$ cat src/rtl/swz_pkg.sv
package swz_pkg;

  typedef enum logic [2:0] {
    SWZ_NONE     = 3'd0,
    SWZ_9        = 3'd1,
    SWZ_9_10     = 3'd2,
    SWZ_9_11     = 3'd3,
    SWZ_9_10_11  = 3'd4,
    SWZ_9_17     = 3'd5,
    SWZ_9_10_17  = 3'd6,
    SWZ_UNK      = 3'd7
  } swz_mode_e;

  typedef enum logic [1:0] {
    TILE_LIN = 2'd0,
    TILE_X   = 2'd1,
    TILE_Y   = 2'd2,
    TILE_RSV = 2'd3
  } tile_e;

  typedef struct packed {
    logic b17;
    logic b11;
    logic b10;
    logic b9;
  } swz_sel_t;

  // Which higher address bits feed the bit-6 XOR for a given mode.
  function automatic swz_sel_t sel_of(swz_mode_e m);
    swz_sel_t s;
    s = '0;
    unique case (m)
      SWZ_9:       s.b9 = 1'b1;
      SWZ_9_10:    begin s.b9 = 1'b1; s.b10 = 1'b1; end
      SWZ_9_11:    begin s.b9 = 1'b1; s.b11 = 1'b1; end
      SWZ_9_10_11: begin s.b9 = 1'b1; s.b10 = 1'b1; s.b11 = 1'b1; end
      SWZ_9_17:    begin s.b9 = 1'b1; s.b17 = 1'b1; end
      SWZ_9_10_17: begin s.b9 = 1'b1; s.b10 = 1'b1; s.b17 = 1'b1; end
      default:     s = '0;
    endcase
    return s;
  endfunction

  // Mode as presented to the consumer: bit-17 terms hidden.
  function automatic swz_mode_e report_of(swz_mode_e m);
    swz_mode_e r;
    unique case (m)
      SWZ_9_17:    r = SWZ_9;
      SWZ_9_10_17: r = SWZ_9_10;
      SWZ_UNK:     r = SWZ_NONE;
      default:     r = m;
    endcase
    return r;
  endfunction

endpackage

$ cat src/rtl/swz_mode_select.sv
module swz_mode_select
  import swz_pkg::*;
#(
  parameter int CFG_W     = 32,
  parameter int RANK_W    = 16,
  parameter int AMODE_LSB = 0,
  parameter int XDIS_BIT  = 10,
  parameter int B17_BIT   = 9
) (
  input  logic              clk,
  input  logic              rst,
  input  logic              cfg_family,
  input  logic [CFG_W-1:0]  cfg_word,
  input  logic [RANK_W-1:0] rank_a,
  input  logic [RANK_W-1:0] rank_b,
  output swz_mode_e         mode_x,
  output swz_mode_e         mode_y
);

  localparam logic [CFG_W-1:0] ALL_ONES  = '1;
  localparam logic [1:0]       AM_INTLV  = 2'd2;

  logic [1:0] amode;
  swz_mode_e  nx_x, nx_y;

  assign amode = cfg_word[AMODE_LSB +: 2];

  always_comb begin
    nx_x = SWZ_NONE;
    nx_y = SWZ_NONE;
    if (cfg_family) begin
      if (rank_a == rank_b) begin
        nx_x = SWZ_9_10;
        nx_y = SWZ_9;
      end
    end else if (cfg_word == ALL_ONES) begin
      nx_x = SWZ_UNK;
      nx_y = SWZ_UNK;
    end else if (amode == AM_INTLV) begin
      if (cfg_word[XDIS_BIT]) begin
        nx_x = SWZ_9_10;
        nx_y = SWZ_9;
      end else if (!cfg_word[B17_BIT]) begin
        nx_x = SWZ_9_10_11;
        nx_y = SWZ_9_11;
      end else begin
        nx_x = SWZ_9_10_17;
        nx_y = SWZ_9_17;
      end
    end
  end

  always_ff @(posedge clk) begin
    if (rst) begin
      mode_x <= SWZ_UNK;
      mode_y <= SWZ_UNK;
    end else begin
      mode_x <= nx_x;
      mode_y <= nx_y;
    end
  end

endmodule

$ cat src/rtl/swz_xor_core.sv
module swz_xor_core
  import swz_pkg::*;
#(
  parameter int ADDR_W  = 32,
  parameter int SWZ_BIT = 6
) (
  input  logic [ADDR_W-1:0] addr_i,
  input  swz_sel_t          sel_i,
  output logic [ADDR_W-1:0] addr_o
);

  localparam bit HAS_B17 = (ADDR_W > 17);

  logic b17_v;
  logic flip;

  generate
    if (HAS_B17) begin : g_b17
      assign b17_v = addr_i[17];
    end else begin : g_no_b17
      assign b17_v = 1'b0;
    end
  endgenerate

  assign flip = (sel_i.b9  & addr_i[9])  ^
                (sel_i.b10 & addr_i[10]) ^
                (sel_i.b11 & addr_i[11]) ^
                (sel_i.b17 & b17_v);

  generate
    for (genvar g = 0; g < ADDR_W; g++) begin : g_bit
      if (g == SWZ_BIT) begin : g_swz
        assign addr_o[g] = addr_i[g] ^ flip;
      end else begin : g_pass
        assign addr_o[g] = addr_i[g];
      end
    end
  endgenerate

endmodule

$ cat src/rtl/swz_out_stage.sv
module swz_out_stage #(
  parameter int W = 8
) (
  input  logic         clk,
  input  logic         rst,
  input  logic         in_valid,
  output logic         in_ready,
  input  logic [W-1:0] in_data,
  output logic         out_valid,
  input  logic         out_ready,
  output logic [W-1:0] out_data
);

  logic         v_q;
  logic [W-1:0] d_q;

  assign in_ready  = !v_q || out_ready;
  assign out_valid = v_q;
  assign out_data  = d_q;

  always_ff @(posedge clk) begin
    if (rst) begin
      v_q <= 1'b0;
    end else if (in_ready) begin
      v_q <= in_valid;
    end
  end

  always_ff @(posedge clk) begin
    if (in_valid && in_ready) begin
      d_q <= in_data;
    end
  end

endmodule

$ cat src/rtl/tile_swizzler.sv
module tile_swizzler
  import swz_pkg::*;
#(
  parameter int ADDR_W = 32,
  parameter int CFG_W  = 32,
  parameter int RANK_W = 16
) (
  input  logic              clk,
  input  logic              rst,
  input  logic              cfg_family,
  input  logic [CFG_W-1:0]  cfg_word,
  input  logic [RANK_W-1:0] rank_a,
  input  logic [RANK_W-1:0] rank_b,
  input  logic              in_valid,
  output logic              in_ready,
  input  logic [ADDR_W-1:0] in_addr,
  input  logic [1:0]        in_tiling,
  output logic              out_valid,
  input  logic              out_ready,
  output logic [ADDR_W-1:0] out_addr,
  output logic [1:0]        out_tiling,
  output logic [2:0]        out_mode
);

  localparam int PKT_W = ADDR_W + 2 + 3;

  swz_mode_e         mode_x, mode_y;
  swz_mode_e         picked, applied, reported;
  tile_e             req_tile, eff_tile;
  swz_sel_t          sel;
  logic [ADDR_W-1:0] swz_addr;
  logic [PKT_W-1:0]  pkt_in, pkt_out;

  swz_mode_select #(
    .CFG_W  (CFG_W),
    .RANK_W (RANK_W)
  ) u_sel (
    .clk        (clk),
    .rst        (rst),
    .cfg_family (cfg_family),
    .cfg_word   (cfg_word),
    .rank_a     (rank_a),
    .rank_b     (rank_b),
    .mode_x     (mode_x),
    .mode_y     (mode_y)
  );

  always_comb begin
    req_tile = tile_e'(in_tiling);
    unique case (req_tile)
      TILE_X:  picked = mode_x;
      TILE_Y:  picked = mode_y;
      default: picked = SWZ_NONE;
    endcase
    if (picked == SWZ_UNK) begin
      applied  = SWZ_NONE;
      eff_tile = TILE_LIN;
    end else begin
      applied  = picked;
      eff_tile = (req_tile == TILE_X || req_tile == TILE_Y) ? req_tile : TILE_LIN;
    end
    sel      = sel_of(applied);
    reported = report_of(applied);
  end

  swz_xor_core #(
    .ADDR_W (ADDR_W)
  ) u_xor (
    .addr_i (in_addr),
    .sel_i  (sel),
    .addr_o (swz_addr)
  );

  assign pkt_in = {eff_tile, reported, swz_addr};

  swz_out_stage #(
    .W (PKT_W)
  ) u_stage (
    .clk       (clk),
    .rst       (rst),
    .in_valid  (in_valid),
    .in_ready  (in_ready),
    .in_data   (pkt_in),
    .out_valid (out_valid),
    .out_ready (out_ready),
    .out_data  (pkt_out)
  );

  assign out_addr   = pkt_out[ADDR_W-1:0];
  assign out_mode   = pkt_out[ADDR_W +: 3];
  assign out_tiling = pkt_out[ADDR_W+3 +: 2];

endmodule

$ cat config.mk
export PLATFORM = sky130hd
export DESIGN_NAME = tile_swizzler
export DESIGN_NICKNAME = d
export VERILOG_FILES = /design/src/rtl/swz_pkg.sv /design/src/rtl/swz_mode_select.sv /design/src/rtl/swz_xor_core.sv /design/src/rtl/swz_out_stage.sv /design/src/rtl/tile_swizzler.sv
export SDC_FILE = /design/constraint.sdc
export NUM_CORES = 1
export LEC_CHECK = 0
export CORE_ASPECT_RATIO = 0.75
export CORE_MARGIN = 2
export CORE_UTILIZATION = 45
export DETAILED_ROUTE_END_ITERATION = 10
export DONT_BUFFER_PORTS = 1
export PLACE_DENSITY_LB_ADDON = 0.1
export SLEW_MARGIN = 15
export SYNTH_ARGS = -nofsm -noshare
export SYNTH_HDL_FRONTEND = slang
export SYNTH_SLANG_ARGS = --single-unit
$ cat constraint.sdc
create_clock -name clk -period 2.59 [get_ports clk]
set_input_delay 0.777 -clock clk [delete_from_list [all_inputs] [get_ports clk]]
set_output_delay 0.777 -clock clk [all_outputs]
set_load 0.01 [all_outputs]
==> qor.csv <==
stage;metric;value;unit
critical_path;cp-end-kind;register;
hold_path;hold_depth;1;
synth;synth_top_area_cell;edfxtp_1;
layout;n_antenna_cell;0;
route;drc_errors;0;
route;firstDrtPassIters;4;
hold_path;min_to;u_stage.out_valid$_SDFFE_PP0N_;
floorplan;fp.dieH;58.8;um
synth;synthCells;122;
grt;gr-total-overflow;0;
critical_path;slowest_delay;380;ps
critical_path;worstSetupPathType;in -> reg;
synth;synth_edf_count;37;
synth;synth_cell_types;29;
layout;drive_above_1_share;0.0992;
synth;synthTopCellsByCount;edfxtp_1, xnor2_1, nand4_1;
route;totalWireLength;3530;um
critical_path;cp_cell_sequence;inv_1 > ha_1 > a22o_1 > a2111oi_2 > xnor2_1 > xnor2_1 > xnor2_1;
critical_path;crit_fanout;6;
pwr;power.total;1.45;mW
clock_network;clk_pin_slew;80;ps
timing;finalMaxSlewViolations;0;
timing;post-route-period-util;0.808;
clock_network;clk_latency;290;ps
layout;finalNetCount;235;
layout;fin_util;0.528;
placed_design;dp_hpwl;2920;um
placed_design;routabilityCongestion;0.695;
timing;holdWs;547;ps
clock_network;h-tree-depth;2;
synth;ys_ff_latch;44;
grt;grt_pass1_vias;1047;
synth;synthFlopType;edfxtp_1;
synth;synthArstFlopShare;0;
route;drtIter0Drc;58;
timing;setup_viol;0;
clock_network;postCtsSetupBuffers;0;
synth;yosysMostFrequentCell;edfxtp_1;
route;postRouteAntennaNets;0;
grt;grt_max_degree;38;
floorplan;die-area;0.00453;sq mm
critical_path;crit_path_top_delay_cell;a2111oi_2;
pwr;p_leak;0.645;nW
timing;clock.fmax;478;MHz
timing;period_needed;2090;ps
floorplan;start_util;0.479;
synth;syn_nets;227;
synth;synth_area_leaders;edfxtp_1, xnor2_1, dfxtp_1;
pwr;p_per_area;732;mW/mm^2
grt;grt_antenna_before_repair;0;
clock_network;numCtsBuffers;5;
critical_path;cp_data_required_time;2630;ps
timing;rsz0062_at_grt;no;
grt;track_usage;0.156;
timing;fin_skew;4.09;ps
timing;final_hold_viol_count;0;
hold_path;hold_path.class;in -> reg;
clock_network;clockRootBuffer;clkbuf_8;
timing;tightestPinTransition;444;ps
clock_network;post_cts_resized;0;
critical_path;r2r_slack;940;ps
placed_design;io_buffers;0;
pwr;ir_drop;540;uV
critical_path;critPathLaunchType;input pin;
critical_path;rr_startpoint;u_sel.mode_x[0]$_SDFF_PP1_;
route;viasPerCell;5.77;
job;maxCapViolations;0;
synth;ys_seq_area_frac;0.695;
timing;slew-limit-headroom;0.704;
layout;syn_to_final_growth;10.2;%
clock_network;ctsLongestPathBuffers;2;
critical_path;cpMostUsedCell;xnor2_1;
grt;grt_pass1_wl;5150;um
critical_path;ff2ff_path_depth;5;
route;vias;1055;
floorplan;io-pin-count;142;
synth;syn-cell-area;0.00180;sq mm
clock_network;cts.sinks;44;
timing;finalSetupTns;0;ps
floorplan;core;0.00376;sq mm
route;wl_per_cell;19.3;um
floorplan;die_x;77.0;um
critical_path;cp.arrival;2130;ps
outcome;status;completed;
clock_network;cts_tree;yes;
clock_network;cts_hold_buf;0;
hold_path;worstHoldStart;rst;
synth;syn_area_per_cell;14.7;sq um
floorplan;row_count;19;
critical_path;worstReg2RegEnd;u_stage.out_data[6]$_DFFE_PP_;
layout;nFillCells;337;
synth;yosys_warnings;0;
synth;netlist.area_leader.share;0.618;
[sequential cells by signal, indices dropped and copies added (netlist names)]
| signal | flops |
|---|---|
| u_sel.mode_y | 3 |
| u_stage.out_data | 37 |
| u_stage.out_valid | 1 |
| u_sel.mode_x | 3 |
[cell families (layout without fill, tap and decap cells)]
logic type | after synthesis | count (layout) | synth area share
compound gates | 16 | 16 | 0.0682
xor+xnor | 19 | 19 | 0.0925
fa+ha+maj | 2 | 2 | 0.0139
buf+inv | 5 | 14 | 0.0104
flops | 44 | 44 | 0.695
mux | 1 | 1 | 0.00626
simple gates | 35 | 35 | 0.113
[power by group]
part,switching [mW],internal (mW)
registers,0.0370,0.822
logic,0.0479,0.0448
clock network,0.216,0.285
total,0.300,1.15
[layout make-up]
| class | count | area [sq um] | share of cell area |
|---|---|---|---|
| Clock inverter | 3 | 42.5 | 0.0215 |
| Inverter | 5 | 18.8 | 0.00946 |
| Sequential cell | 44 | 1250 | 0.631 |
| Tap cell | 52 | 65.1 | 0.0328 |
| Multi-Input combinational cell | 73 | 529 | 0.267 |
| Timing Repair Buffer | 1 | 7.51 | 0.00379 |
| Clock buffer | 5 | 68.8 | 0.0347 |
[metal layers]
metal | track usage | wire (um)
met1 | 0.157 | 1180
met5 | 0 | 0
met3 | 0.0613 | 322
met4 | 0.0765 | 67
met2 | 0.287 | 1950
[worst max-delay path: cells and delay by family]
kind | cells | cell delay [ps]
AOI/OAI and AO/OA | 2 | 670
buffers and inverters | 1 | 20
xor gates and xnor gates | 3 | 430
adders and majority gates | 1 | 240
[metrics by stage]
step	instance area [sq um]	setup WS (ps)	instances
floorplan	1800	296	122
global placement	1870	249	175
detailed placement	1870	188	175
CTS	1980	500	183
global route	1980	404	183
finish	1980	497	183
[worst max path at each step]
stage,slack (ps),startpoint,end
4_1_cts,500,in_tiling[1],u_stage.out_data[6]$_DFFE_PP_
3_5_place_dp,190,in_tiling[1],u_stage.out_data[6]$_DFFE_PP_
6_report,500,in_tiling[1],u_stage.out_data[6]$_DFFE_PP_
3_3_place_gp,250,in_tiling[1],u_stage.out_data[6]$_DFFE_PP_
2_1_floorplan,300,in_tiling[1],u_stage.out_data[6]$_DFFE_PP_
5_1_grt,400,in_tiling[1],u_stage.out_data[6]$_DFFE_PP_
[layout by cell type, fill, tap and decap left out, types with 2 or more instances in the layout]
cell type	n
nand4_1	12
clkbuf_8	5
dfxtp_1	7
a22oi_1	3
nor4_1	2
and2_1	4
nor2_1	2
a22o_2	2
nor3_1	2
edfxtp_1	37
inv_1	5
nand2_1	3
a21oi_1	2
ha_1	2
xnor2_1	19
nand3_1	4
a31oi_1	3
Note: power is estimated with default switching activity, not from simulation.
